--- src/rtl/dtx_pkg.sv ---
package dtx_pkg;

  typedef enum logic [2:0] {
    U_IDLE   = 3'd0,
    U_WAIT   = 3'd1,
    U_ACTIVE = 3'd2,
    U_RETX   = 3'd3,
    U_DONE   = 3'd4,
    U_GIVEUP = 3'd5
  } ustate_e;

  localparam int NUM_UNITS = 2;

  // ownership rule: xor of the shared random bits names the unit
  function automatic logic owns_attempt(input logic a, input logic b, input logic id);
    return (a ^ b) == id;
  endfunction

  // word enables for a finished attempt: failures carry both words
  function automatic logic [1:0] rec_enables(input logic failed);
    return failed ? 2'b11 : 2'b01;
  endfunction

endpackage

--- src/rtl/dtx_pick.sv ---
module dtx_pick
  import dtx_pkg::*;
#(
  parameter int UNIT_ID = 0
) (
  input  logic rnd_a,
  input  logic rnd_b,
  output logic hit
);
  localparam logic ID_BIT = UNIT_ID[0];

  always_comb hit = owns_attempt(rnd_a, rnd_b, ID_BIT);
endmodule

--- src/rtl/dtx_unit.sv ---
module dtx_unit
  import dtx_pkg::*;
#(
  parameter int ADDR_W  = 16,
  parameter int DATA_W  = 32,
  parameter int RETRY_W = 4,
  parameter int UNIT_ID = 0
) (
  input  logic                clk,
  input  logic                rst_n,
  input  logic                issue,
  input  logic                rnd_a,
  input  logic                rnd_b,
  input  logic                retx_in,
  input  logic [ADDR_W-1:0]   status_ptr,
  input  logic [RETRY_W-1:0]  max_retries,
  input  logic                att_done,
  input  logic                att_fail,
  input  logic [DATA_W-1:0]   att_status,
  input  logic [DATA_W-1:0]   att_badck,
  output logic                active,
  output logic                retx_o,
  output logic                done_o,
  output logic                giveup_o,
  output logic [RETRY_W-1:0]  retry_cnt,
  output logic [1:0]          mem_wen,
  output logic [ADDR_W-1:0]   mem_addr,
  output logic [2*DATA_W-1:0] mem_data
);
  localparam int REC_W = 2 * DATA_W;

  function automatic logic [DATA_W-1:0] stamp_status(input logic [DATA_W-1:0] raw,
                                                      input logic failed);
    return {raw[DATA_W-1:1], failed};
  endfunction

  function automatic logic [ADDR_W-1:0] next_slot(input logic [ADDR_W-1:0] cur);
    return cur + ADDR_W'(1);
  endfunction

  ustate_e            st;
  logic               hit;
  logic [RETRY_W-1:0] cnt;
  logic [ADDR_W-1:0]  wr_ptr;
  logic               retx_q;
  logic [1:0]         wen_q;
  logic [ADDR_W-1:0]  addr_q;
  logic [REC_W-1:0]   data_q;

  // named internal events
  logic ev_launch, ev_resel, ev_fin, exhausted;

  dtx_pick #(.UNIT_ID(UNIT_ID)) u_pick (
    .rnd_a (rnd_a),
    .rnd_b (rnd_b),
    .hit   (hit)
  );

  always_comb begin
    ev_launch = issue;
    ev_resel  = retx_in & ~issue;
    ev_fin    = (st == U_ACTIVE) & att_done & ~issue & ~retx_in;
    exhausted = (cnt == max_retries);
  end

  always_ff @(posedge clk) begin
    if (!rst_n) begin
      st     <= U_IDLE;
      cnt    <= '0;
      wr_ptr <= '0;
      retx_q <= 1'b0;
      wen_q  <= 2'b00;
      addr_q <= '0;
      data_q <= '0;
    end else begin
      retx_q <= 1'b0;
      wen_q  <= 2'b00;
      if (ev_launch) begin
        cnt    <= '0;
        wr_ptr <= status_ptr;
        st     <= hit ? U_ACTIVE : U_WAIT;
      end else if (ev_resel) begin
        cnt    <= cnt + RETRY_W'(1);
        wr_ptr <= next_slot(wr_ptr);
        st     <= hit ? U_ACTIVE : U_WAIT;
      end else if (ev_fin) begin
        wen_q  <= rec_enables(att_fail);
        addr_q <= wr_ptr;
        data_q <= {att_badck, stamp_status(att_status, att_fail)};
        if (!att_fail) begin
          st <= U_DONE;
        end else if (exhausted) begin
          st <= U_GIVEUP;
        end else begin
          st     <= U_RETX;
          retx_q <= 1'b1;
        end
      end
    end
  end

  always_comb begin
    active    = (st == U_ACTIVE);
    retx_o    = retx_q;
    done_o    = (st == U_DONE);
    giveup_o  = (st == U_GIVEUP);
    retry_cnt = cnt;
    mem_wen   = wen_q;
    mem_addr  = addr_q;
    mem_data  = data_q;
  end

  AST_RETX_ONE_CYCLE: assert property (@(posedge clk) disable iff (!rst_n)
    retx_o |=> !retx_o);
  AST_RETX_CAUSE: assert property (@(posedge clk) disable iff (!rst_n)
    retx_o |-> $past(active && att_done && att_fail));
  AST_RESEL_STEP: assert property (@(posedge clk) disable iff (!rst_n)
    ev_resel |=> (retry_cnt == $past(retry_cnt) + RETRY_W'(1)));
  AST_LAUNCH_CLEAR: assert property (@(posedge clk) disable iff (!rst_n)
    issue |=> (retry_cnt == '0 && wr_ptr == $past(status_ptr)));
  AST_FAIL_FLAG: assert property (@(posedge clk) disable iff (!rst_n)
    (mem_wen != 2'b00) |-> (mem_data[0] == mem_wen[1]));
  AST_CNT_BOUND: assert property (@(posedge clk) disable iff (!rst_n)
    active |-> (retry_cnt <= max_retries));
endmodule

--- src/rtl/dual_tx_select.sv ---
module dual_tx_select
  import dtx_pkg::*;
#(
  parameter int ADDR_W  = 16,
  parameter int DATA_W  = 32,
  parameter int RETRY_W = 4
) (
  input  logic                    clk,
  input  logic                    rst_n,
  input  logic                    issue,
  input  logic                    rnd_a,
  input  logic                    rnd_b,
  input  logic [ADDR_W-1:0]       status_ptr,
  input  logic [RETRY_W-1:0]      max_retries,
  input  logic [1:0]              att_done,
  input  logic [1:0]              att_fail,
  input  logic [2*DATA_W-1:0]     att_status,
  input  logic [2*DATA_W-1:0]     att_badck,
  output logic [1:0]              active,
  output logic [1:0]              retx,
  output logic                    busy,
  output logic                    op_done,
  output logic                    gave_up,
  output logic [2*RETRY_W-1:0]    retry_cnt,
  output logic [3:0]              mem_wen,
  output logic [2*ADDR_W-1:0]     mem_addr,
  output logic [4*DATA_W-1:0]     mem_data
);
  localparam int REC_W = 2 * DATA_W;

  logic                retx_any;
  logic [NUM_UNITS-1:0] done_u, giveup_u;

  always_comb retx_any = |retx;

  for (genvar g = 0; g < NUM_UNITS; g++) begin : g_unit
    dtx_unit #(
      .ADDR_W (ADDR_W),
      .DATA_W (DATA_W),
      .RETRY_W(RETRY_W),
      .UNIT_ID(g)
    ) u_unit (
      .clk        (clk),
      .rst_n      (rst_n),
      .issue      (issue),
      .rnd_a      (rnd_a),
      .rnd_b      (rnd_b),
      .retx_in    (retx_any),
      .status_ptr (status_ptr),
      .max_retries(max_retries),
      .att_done   (att_done[g]),
      .att_fail   (att_fail[g]),
      .att_status (att_status[g*DATA_W +: DATA_W]),
      .att_badck  (att_badck[g*DATA_W +: DATA_W]),
      .active     (active[g]),
      .retx_o     (retx[g]),
      .done_o     (done_u[g]),
      .giveup_o   (giveup_u[g]),
      .retry_cnt  (retry_cnt[g*RETRY_W +: RETRY_W]),
      .mem_wen    (mem_wen[g*2 +: 2]),
      .mem_addr   (mem_addr[g*ADDR_W +: ADDR_W]),
      .mem_data   (mem_data[g*REC_W +: REC_W])
    );
  end

  always_comb begin
    busy    = |active | retx_any;
    op_done = |done_u;
    gave_up = |giveup_u;
  end

  AST_ONE_OWNER: assert property (@(posedge clk) disable iff (!rst_n)
    $onehot0(active));
  AST_CNT_SYNC: assert property (@(posedge clk) disable iff (!rst_n)
    retry_cnt[RETRY_W-1:0] == retry_cnt[2*RETRY_W-1:RETRY_W]);
  AST_ONE_RETX: assert property (@(posedge clk) disable iff (!rst_n)
    $onehot0(retx));
  AST_GIVEUP_IDLE: assert property (@(posedge clk) disable iff (!rst_n)
    gave_up |-> (active == 2'b00 && retx == 2'b00));
endmodule

--- config.mk ---
export PLATFORM = sky130hd
export DESIGN_NAME = dual_tx_select
export DESIGN_NICKNAME = d
export VERILOG_FILES = /design/src/rtl/dtx_pkg.sv /design/src/rtl/dtx_pick.sv /design/src/rtl/dtx_unit.sv /design/src/rtl/dual_tx_select.sv
export SDC_FILE = /design/constraint.sdc
export NUM_CORES = 1
export LEC_CHECK = 0
export BUFFER_PORTS_ARGS = -buffer_cell sky130_fd_sc_hd__buf_2
export CAP_MARGIN = 25
export CORE_UTILIZATION = 38
export DETAILED_ROUTE_END_ITERATION = 10
export HOLD_SLACK_MARGIN = 0.03
export PLACE_DENSITY = 0.79
export SYNTH_ARGS = -nofsm -noshare
export SYNTH_HDL_FRONTEND = slang
export SYNTH_HIERARCHICAL = 1
export SYNTH_SLANG_ARGS = --single-unit
--- constraint.sdc ---
create_clock -name clk -period 1.7 [get_ports clk]
set_input_delay 0.085 -clock clk [delete_from_list [all_inputs] [get_ports clk]]
set_output_delay 0.085 -clock clk [all_outputs]
set_load 0.05 [all_outputs]
# Yosys cells after proc, flatten, opt, wreduce, memory -nomap -nowiden
# Index checks and enable logic that the tools add are counted.
# word_totals
register_bits	212
input_bits	157
output_inout_bits	179
elab_cells	77
# op_classes
addsub	4
eq_ne	8
n_mux	20
n_bitwise	17
n_reduce_logical	14
# op_table
operator	n
2-to-1 mux 16 bit	4
adder 16 x 1 -> 16 bit, second input constant	2
2-to-1 mux 3 bit	10
== test 3 bit, second input constant	4
OR reduction 2 bit	5
OR reduction 5 bit	2
adder 4 x 1 -> 4 bit, second input constant	2
== test 4 bit	2
2-to-1 mux 2 bit	4
inverter 1 bit	8
OR reduction 4 bit	2
bitwise AND 1 bit	7
== test 3 x 2 -> 1 bit, second input constant	2
AND reduction 3 bit	2
nonzero test 3 bit	2
2-to-1 mux 1 bit	2
nonzero test 2 bit	1
bitwise OR 1 bit	1
XOR 1 bit	1

# Longest topological paths before layout
# Gate-level depths: netlist (run 1).
# depth
ltp_word	7
mapped_depth	7
ltp_nobuf	5

# By module
# Netlist (run 1), hierarchy kept.
# modules_own_cells
mod	instances	cells_per_inst	area_per_inst_um2	seq_area_each_um2
dtx_unit at g_unit[0].u_unit	1	496	4235.3	2122.0
dtx_unit at g_unit[1].u_unit	1	496	4202.8	2122.0
dual_tx_select	1	4	26.3	0.0
dtx_pick	2	1	8.8	0.0

# Worst setup path after synthesis (run 1)
# OpenSTA, ideal clock, no wires.
# synth_timing
path_kind	register to output
from	register g_unit[1].u_unit.st[1]
to	output port busy
arrival_ns	2.088
required_time_ns	1.615
slack_ns	-0.473
stages_incl_launch_ff	3
n_path_buf	0
cell_sequence	dfxtp_1 -> nor3b_1 -> or4_1
# synth_between
elab_chain_cells	3
# synth_rtl
item	line_no	text
start: declaration	dtx_unit.sv:41	ustate_e st;
start signal: assignment	dtx_unit.sv:81	st <= hit ? U_ACTIVE : U_WAIT;
start signal: assignment	dtx_unit.sv:85	st <= hit ? U_ACTIVE : U_WAIT;
== test 3 x 2 -> 1 bit	dtx_unit.sv:103	active = (st == U_ACTIVE);
net active[1]	dual_tx_select.sv:19	output logic [1:0] active,
OR reduction 2 bit	dual_tx_select.sv:67	busy = |active | retx_any;
bitwise OR 1 bit	dual_tx_select.sv:67	
end: declaration	dual_tx_select.sv:21	output logic busy,
# The timed path passes the listed nets, and every way through them passes these cells.

# Final worst setup path (run 1)
# layout_timing
from	register g_unit[1].u_unit.retx_q
to	output port busy
# layout_between
elab_chain_cells	2
# layout_rtl
item	line_no	text
start: declaration	dtx_unit.sv:45	logic retx_q;
start signal: assignment	dtx_unit.sv:71	retx_q <= 1'b0;
start signal: assignment	dtx_unit.sv:76	retx_q <= 1'b0;
start signal: assignment	dtx_unit.sv:96	retx_q <= 1'b1;
OR reduction 2 bit	dual_tx_select.sv:34	always_comb retx_any = |retx;
bitwise OR 1 bit	dual_tx_select.sv:67	
# No other way between the ends.

==> results.txt, run 1 <==
HP Class - input pin to flip-flop
Final min period - 1.75 ns
post-synth top area share - 50.0%
DR pass1 iterations - 5
vias in the first global route - 8,428
Rows - 54
Pwr Density - 858 nW/um2
GP Congestion - 0.806
# DRC - 0
FFs w/ async S/R, synth - 0%
CP Cell Sequence - buf_6, or4_4, buf_8
Max Transition Viols Final - 0
drt initial violations - 475
Worst Path Class, Setup - flip-flop to output port
Post-Syn Area - 8480 um2
CP Launch Type - flip-flop
total track usage - 22.0%
DP Worst Slack - 0.0207 ns
Total Nets Final - 1,656
skew final - 0.0136 ns
P&R area growth vs syn - 55.2%
period utilization - 103%
Max-Cap Viols - 0
largest fanout on the critical path - 2
Worst EP arrival - 1.67 ns
Die Y - 151 um
WHS - 0.108 ns
Synth Area per Inst - 8.50 um2
Pwr Total - 11,300 uW
post-synthesis sequential area ratio - 50.0%
RSZ-0062 raised after global routing - true
Num CTS Buffers - 23
xor and xnor fraction of the mapped netlist area - 4.34%
first-pass GRT wire length - 40.3 mm
Post-synth EDFFs - 0
Setup crit end kind - output port
Die W - 151 um
Die ar. - 22,900 um2
placed cell area - 10,700 um2
routed len/inst - 15.6 um
core area - 21,800 um2
Buf/Inv on CP - 2
CTS Buffer Depth - 3
IO Count - 336
Post-Route Utilization - 60.3%
Yosys top cell by area - dfxtp_1
CTS clk-pin slew, worst paths - 0.06 ns
post-route cell area - 13,200 um2
CTS Root Cell - clkbuf_16
status - finished with violations
drt via density - 4.99
YS warnings - 6
Final Hold Viols - 0
Critical Path RT - 1.62 ns
fmax - 571 MHz
CP max stage cell - or4_4
Synth Area in Compound Gates - 18.8%
layout cells sized above 1 - 30.1%
Initial Util - 38.9%
Setup Viol. Count Final - 1
leak pwr - 0.00565 uW
mux share of post-synthesis cell area - 0.472%
DR vias - 8,944
Yosys cell types - 48
Worst-Margin Slew - 0.510 ns
IR drop worst, VDD - 0.606 mV
setup ws final - -0.0512 ns
initial antenna violation count - 1
CTS tree - done
Yosys reg bits - 212
CP top delay family - simple AND/OR/NAND/NOR gates
GRT overflow - 0
H-tree depth - 1
simple-gate share of the synthesized area - 22.5%
Antenna Nets Post-Route - 0
drt total wl - 28.0 mm
hpwl dp - 16.4 mm
Worst path max stage delay - 0.53 ns
largest family of logic cells by synthesized area - simple AND/OR/NAND/NOR gates
clock latency at the later pin of the worst-skew pair - 0.51 ns
clk sink count - 212
Synth area leaders - dfxtp_1 (50%), nand2_1 (15%), a21boi_0 (7.1%), a21boi_1 (7.1%), xnor2_1 (3.2%)
Mapped Cells - 998
Adder-Cell Fraction of Synth Area - 0.590%
# port buffers - 333
pin count of the biggest net entering global routing - 81
Slew HR - 66.0%
post-synthesis net count - 1,159
failing checks - negative setup slack
Top FF cell, synth - dfxtp_1
## metal layers
layer	global-route usage (%)	vias to the layer above	routed length (um)
li1	-	4305	-
met1	23.3	4230	10900
met2	41.4	325	14500
met3	4.64	84	1690
met4	9.45	0	973
met5	0	-	0
## flip-flops by register name, indices dropped and copies added, names as in the netlist
| name | flops |
|---|---|
| g_unit.u_unit/mem_data | 128 |
| g_unit.u_unit/mem_wen | 4 |
| g_unit.u_unit/st | 6 |
| g_unit.u_unit/retx_o | 2 |
| g_unit.u_unit/retry_cnt | 8 |
| g_unit.u_unit/mem_addr | 32 |
| g_unit.u_unit/wr_ptr | 32 |
## cell type report
cell class                      instances  area (um2)
Clock buffer                           32         639
Tap cell                              280         350
Multi-Input combinational cell        717        4020
Fill cell                            1735        8660
Inverter                                4        15.0
Sequential cell                       212        4260
Timing Repair Buffer                  537        3800
Antenna cell                            1        2.50
Clock inverter                          9        76.3
## cell usage after synthesis (3+ instances only)
library cell    n
mux2i_1         4
a21oi_1        18
nor4_1          8
and3_1          4
a21boi_1       80
nand3_1         8
o21ai_1        14
dfxtp_1       212
nor3b_1         5
or2_1           3
xor2_1         11
nor2_1         20
a31oi_1         3
ha_1            4
clkbuf_1       45
a21boi_0       80
buf_2          18
o211a_1         5
o21ai_0        14
nand4_1        13
and2_1          9
or4_1           3
xnor2_1        31
nand2_1       350
nor3_1          6
## worst reg2reg max path, delay by kind of cell, from the launching register on
family / cells / cell delay, ns
and+or+nand+nor: 4 / 1.11
DFF: 1 / 0.35
AOI/OAI and AO/OA: 1 / 0.16
## what timing repair did
| item | in CTS | in global routing |
|---|---|---|
| hold endpoints to repair | 172 | 0 |
| resized for setup | 8 | 21 |
| setup endpoints to repair | 4 | 80 |
| buffers inserted | 2 | 0 |
| pin swaps | 2 | 2 |
| hold buffers | 150 | 0 |
| gates cloned | 0 | 5 |
## final timing paths
kind / start / end / slack [ns] / depth (start not counted)
setup reg to reg: g_unit[0].u_unit/retx_o / g_unit[1].u_unit/wr_ptr[15] / 0 / 5
hold / removal: att_done[0] / g_unit[0].u_unit/st[1] / 0.11 / 3
setup / recovery: g_unit[1].u_unit/retx_o / busy / -0.05 / 3
hold reg to reg: g_unit[1].u_unit/mem_addr[4] / g_unit[1].u_unit/mem_addr[4] / 0.45 / 2
## cells by family (layout without fill, tap and decap cells)
group                      after synthesis  in the layout
xor gates and xnor gates                42             42
muxes                                    4              4
AOI/OAI and AO/OA                      224            224
adders and majority gates                4              4
buffers and inverters                   69            582
and+or+nand+nor                        443            443
other                                    0              1
DFF                                    212            212
## stage by stage
step	setup TNS [ns]	instances
5_1_grt	-0.454	1792
4_1_cts	-0.0642	1786
3_3_place_gp	0	1593
3_5_place_dp	0	1593
6_report	-0.0512	1792
2_1_floorplan	-6.54	998
## power breakdown
group          leakage (uW)  internal [uW]  switching, uW
combinational       0.00358            673            700
sequential          0.00172           5080           83.7
clock              0.000354           2780           1980
total               0.00565           8530           2760
## placed cells by master, fill, tap and decap left out, types with 4 or more instances in the layout
cell type,n
nand4_1,13
buf_4,39
dfxtp_2,4
ha_1,4
and3_1,4
nand3_1,7
xnor2_1,31
clkbuf_16,27
a21boi_1,85
clkbuf_1,6
a21oi_1,18
dlygate4sd3_1,150
o21ai_1,14
and2_1,7
buf_2,330
dfxtp_1,206
mux2i_1,4
a21boi_0,75
xor2_1,11
o211a_1,5
o21ai_0,14
nor3_1,5
nor4_1,6
nor3b_2,4
nand2_1,348
nor2_1,19
buf_12,9
clkinv_2,6
Note: power is estimated with default switching activity, not from simulation.
==> run 2: changes to the inputs <==
--- a/config.mk
+++ b/config.mk
@@ -10,7 +10,7 @@
 export CORE_UTILIZATION = 38
 export DETAILED_ROUTE_END_ITERATION = 10
 export HOLD_SLACK_MARGIN = 0.03
-export PLACE_DENSITY = 0.79
+export PLACE_DENSITY = 0.68
 export SYNTH_ARGS = -nofsm -noshare
 export SYNTH_HDL_FRONTEND = slang
 export SYNTH_HIERARCHICAL = 1
==> results.txt, run 2 (same netlist as run 1, synthesis figures left out) <==
CTS tree - done
failing checks - negative setup slack
Pwr Density - 903 nW/um2
GRT overflow - 0
most common cell after layout, fill and taps aside - nand2_1
skew final - 0.0131 ns
Max-Cap Viols - 0
worst reg2reg path startpoint - g_unit[0].u_unit/retx_o
largest fanout on the critical path - 2
post-route cell area - 13,300 um2
Worst-Margin Slew - 0.353 ns
status - finished with violations
CTS clk-pin slew, worst paths - 0.05 ns
Rows - 54
clock latency at the later pin of the worst-skew pair - 0.51 ns
Worst EP arrival - 1.64 ns
worst r2r dst - g_unit[1].u_unit/wr_ptr[15]
CTS Buffer Depth - 3
DR vias - 8,763
routed len/inst - 14.9 um
Initial Util - 38.9%
drt total wl - 26.8 mm
# DRC - 0
Worst Setup SP - g_unit[1].u_unit/retx_o
Die W - 151 um
pin count of the biggest net entering global routing - 81
Post-Route Utilization - 61.1%
Setup Viol. Count Final - 1
first-pass GRT wire length - 39.7 mm
Num CTS Buffers - 24
RSZ-0062 raised after global routing - true
R2R Setup Slk - 0.02 ns
commonest non-fill, non-tap cells in the layout - nand2_1 (348), buf_2 (330), dfxtp_1 (207)
# fillers - 1,872
H-tree depth - 1
leak pwr - 0.00575 uW
layout cells sized above 1 - 30.6%
Multi-input gate area - 4030 um2
CP Launch Type - flip-flop
Die Y - 151 um
Slew HR - 75.9%
vias in the first global route - 8,239
setup ws final - -0.0279 ns
clk sink count - 212
IO Count - 336
reg2reg path depth - 5
Critical Path RT - 1.62 ns
DR pass1 iterations - 5
Final min period - 1.73 ns
HP Class - input pin to flip-flop
Reg area - 4260 um2
period utilization - 102%
initial antenna violation count - 0
drt via density - 4.86
Die ar. - 22,900 um2
total track usage - 21.3%
Antenna Nets Post-Route - 0
WHS - 0.0589 ns
placed cell area - 10,800 um2
core area - 21,800 um2
# port buffers - 333
Setup crit end kind - output port
Worst Path Class, Setup - flip-flop to output port
GP Congestion - 0.804
Max Transition Viols Final - 0
Final Hold Viols - 0
hpwl dp - 16.5 mm
Largest register FFs - 128
crit path to - busy
min-delay src - rnd_b
Total Nets Final - 1,665
IR drop worst, VDD - 0.514 mV
CTS Root Cell - clkbuf_16
drt initial violations - 351
P&R area growth vs syn - 57.1%
fmax - 579 MHz
run 2: changes by cell type in the layout (fill, tap and decap cells not counted), sizes merged, moves of 3 or more:
cell         delta
buf            +11
bufinv          +3
clkbuf          +5
clkinv          -4
dlygate4sd3     -3
run 2: repair_timing:
action	in CTS	in global routing
resized for setup	7	20
buffers inserted	1	3
cloned	0	4
endpoints found under the setup margin	1	102
endpoints found under the hold margin	170	0
hold buffers	147	0
pin swaps	1	2
run 2: cell type report:
type                       count  share of cell area [%]
inverter                       4                   0.113
clock inverter                 6                   0.977
clock buffer                  37                    5.42
timing repair buffer         545                    28.7
tap                          280                    2.63
antenna                        1                  0.0188
multi-input combinational    717                    30.2
sequential                   212                    31.9
run 2: per-stage QoR:
| step | TNS, ns | worst slack, ns | power (uW) | cells |
|---|---|---|---|---|
| 6_report | -0.0279 | -0.0279 | 12000 | 1802 |
| 5_1_grt | -0.152 | -0.0757 | 12500 | 1801 |
| 3_5_place_dp | 0 | 0.0260 | 6310 | 1603 |
| 2_1_floorplan | -6.54 | -0.0818 | 5860 | 998 |
| 3_3_place_gp | 0 | 0.0350 | 6300 | 1603 |
| 4_1_cts | -0.0538 | -0.0538 | 12100 | 1794 |
run 2: worst min path at each step:
stage / slack [ns] / cells past startpoint / to
2_1_floorplan: 0.21 / 1 / g_unit[0].u_unit/mem_wen[1]
3_3_place_gp: 0.32 / 3 / g_unit[1].u_unit/mem_data[17]
3_5_place_dp: 0.33 / 3 / g_unit[1].u_unit/mem_data[54]
4_1_cts: 0.03 / 4 / g_unit[1].u_unit/st[1]
5_1_grt: 0.07 / 3 / g_unit[1].u_unit/st[1]
6_report: 0.06 / 4 / g_unit[1].u_unit/st[1]
run 2: report_power, final:
group / switching, uW / internal [uW] / leakage (uW)
Clock: 1990 / 3520 / 0.000416
Sequential: 86.3 / 5080 / 0.00172
Combinational: 686 / 670 / 0.00362
run 2: critical path, cell delays in order, from the launching register on:
cell	delay (ns)
dfxtp_4	0.34
buf_6	0.11
or4_4	0.53
buf_8	0.17
run 2: routing by layer:
| layer | wire length (um) | vias up | GRT usage [%] |
|---|---|---|---|
| met5 | 0 | - | 0 |
| met4 | 733 | 0 | 7.55 |
| met3 | 1460 | 55 | 3.43 |
| met2 | 13900 | 243 | 39.7 |
| met1 | 10700 | 4148 | 24.2 |
| li1 | - | 4317 | - |
==> run 3: changes to the inputs <==
--- a/config.mk
+++ b/config.mk
@@ -5,12 +5,12 @@
 export SDC_FILE = /design/constraint.sdc
 export NUM_CORES = 1
 export LEC_CHECK = 0
-export BUFFER_PORTS_ARGS = -buffer_cell sky130_fd_sc_hd__buf_2
 export CAP_MARGIN = 25
 export CORE_UTILIZATION = 38
+export CTS_BUF_LIST = sky130_fd_sc_hd__clkbuf_8
 export DETAILED_ROUTE_END_ITERATION = 10
+export DONT_BUFFER_PORTS = 1
 export HOLD_SLACK_MARGIN = 0.03
-export PLACE_DENSITY = 0.68
 export SYNTH_ARGS = -nofsm -noshare
 export SYNTH_HDL_FRONTEND = slang
 export SYNTH_HIERARCHICAL = 1
==> results.txt, run 3 (same netlist as run 1, synthesis figures left out) <==
status - finished with violations
failing checks - negative hold slack, negative setup slack
Largest register FFs - 128
# port buffers - 0
Setup crit end kind - output port
fmax - 550 MHz
crit path to - busy
post-route cell area - 12,700 um2
CP Launch Type - flip-flop
RSZ-0062 raised after global routing - true
DR pass1 iterations - 5
vias in the first global route - 7,754
Final Hold Viols - 183
setup ws final - -0.119 ns
# DRC - 0
WHS - -0.278 ns
min-delay src - rst_n
core area - 21,800 um2
routed len/inst - 16.1 um
Total Nets Final - 1,484
setup TNS - -0.119 ns
Critical Path RT - 1.62 ns
Pwr Total - 11,300 uW
Final min period - 1.82 ns
CTS Root Cell - clkbuf_8
CP max stage cell - or4_4
Pwr Density - 886 nW/um2
layout cells sized above 1 - 20.5%
most common cell after layout, fill and taps aside - nand2_1
reg2reg path depth - 5
Setup Viol. Count Final - 1
IR drop worst, VDD - 0.558 mV
CTS clk-pin slew, worst paths - 0.06 ns
Max-Cap Viols - 0
Worst path max stage delay - 0.55 ns
Die Y - 151 um
DP Worst Slack - 0.0158 ns
H-tree depth - 2
HP Class - input pin to flip-flop
CTS tree - done
worst reg2reg path startpoint - g_unit[1].u_unit/retx_o
Worst Setup SP - g_unit[0].u_unit/retx_o
worst r2r dst - g_unit[1].u_unit/wr_ptr[15]
R2R Setup Slk - 0.02 ns
CTS Buffer Depth - 3
P&R area growth vs syn - 49.8%
period utilization - 107%
skew final - 0.0184 ns
commonest non-fill, non-tap cells in the layout - nand2_1 (348), dfxtp_1 (206), buf_4 (169)
Slew HR - 63.3%
placed cell area - 10,000 um2
largest fanout on the critical path - 2
IO Count - 336
Rows - 54
Worst EP arrival - 1.73 ns
DR vias - 7,995
hpwl dp - 15.3 mm
clk sink count - 212
placed instance count - 1,389
Antenna Nets Post-Route - 0
Num CTS Buffers - 38
Die W - 151 um
leak pwr - 0.00491 uW
drt via density - 4.90
CP Cell Sequence - buf_12, or4_4, buf_12
Max Transition Viols Final - 0
Worst Path Class, Setup - flip-flop to output port
first-pass GRT wire length - 37.6 mm
pin count of the biggest net entering global routing - 203
clock latency at the later pin of the worst-skew pair - 0.52 ns
GRT overflow - 0
drt initial violations - 306
initial antenna violation count - 2
non-filler cells, final - 1,631
total track usage - 20.8%
# fillers - 1,873
GP Congestion - 0.783
Die ar. - 22,900 um2
most frequent CP cell - buf_12
drt total wl - 26.3 mm
Worst-Margin Slew - 0.550 ns
Initial Util - 38.9%
-- run 3: where the power goes --
group	switching [uW]	internal, uW
sequential	137	5080
clock	2120	2840
combinational	506	582
total	2760	8510
-- run 3: layout make-up --
cell class / instances / area, um2 / area share, %
flip-flops and latches: 212 / 4260 / 33.5
clock inverters: 19 / 134 / 1.05
clock buffers: 48 / 661 / 5.20
repair buffers: 350 / 3230 / 25.4
diodes: 1 / 2.50 / 0.0197
inverters: 4 / 15.0 / 0.118
well taps: 280 / 350 / 2.76
multi-input cells: 717 / 4060 / 32.0
-- run 3: worst min path at each step --
stage | end | slack [ns] | depth (start not counted)
4_1_cts | g_unit[1].u_unit/st[0] | -0.35 | 2
5_1_grt | g_unit[1].u_unit/mem_addr[4] | -0.30 | 1
3_5_place_dp | g_unit[1].u_unit/mem_wen[1] | 0.21 | 1
3_3_place_gp | g_unit[1].u_unit/mem_wen[1] | 0.21 | 1
2_1_floorplan | g_unit[0].u_unit/mem_wen[1] | 0.21 | 1
6_report | g_unit[1].u_unit/mem_data[58] | -0.28 | 1
-- run 3: per-layer routing --
metal,GRT usage (%),part of all wire (%),up-vias
met3,6.30,8.1,57
li1,-,-,3962
met1,22.2,39,3725
met5,0,0.049,-
met2,37.1,50,249
met4,9.65,2.8,2
-- run 3: through the flow --
stage	hold WS, ns	utilization [%]
floorplan	0.207	-
global route	-0.298	58.2
detailed placement	0.211	45.9
CTS	-0.347	57.3
global placement	0.215	45.9
finish	-0.278	58.2
-- run 3: worst max-delay path, delay by kind of cell (launching register included) --
family,cells,cell delay (ns)
and+or+nand+nor,1,0.55
DFF,1,0.35
buffers and inverters,2,0.31
-- run 3: timing repair --
| item | in CTS | in global routing |
|---|---|---|
| resized for setup | 9 | 26 |
| buffers inserted | 0 | 3 |
| hold endpoints to repair | 212 | 185 |
| gates cloned | 0 | 4 |
| pin swaps | 1 | 5 |
| setup endpoints to repair | 3 | 135 |
| hold buffers | 165 | 2 |
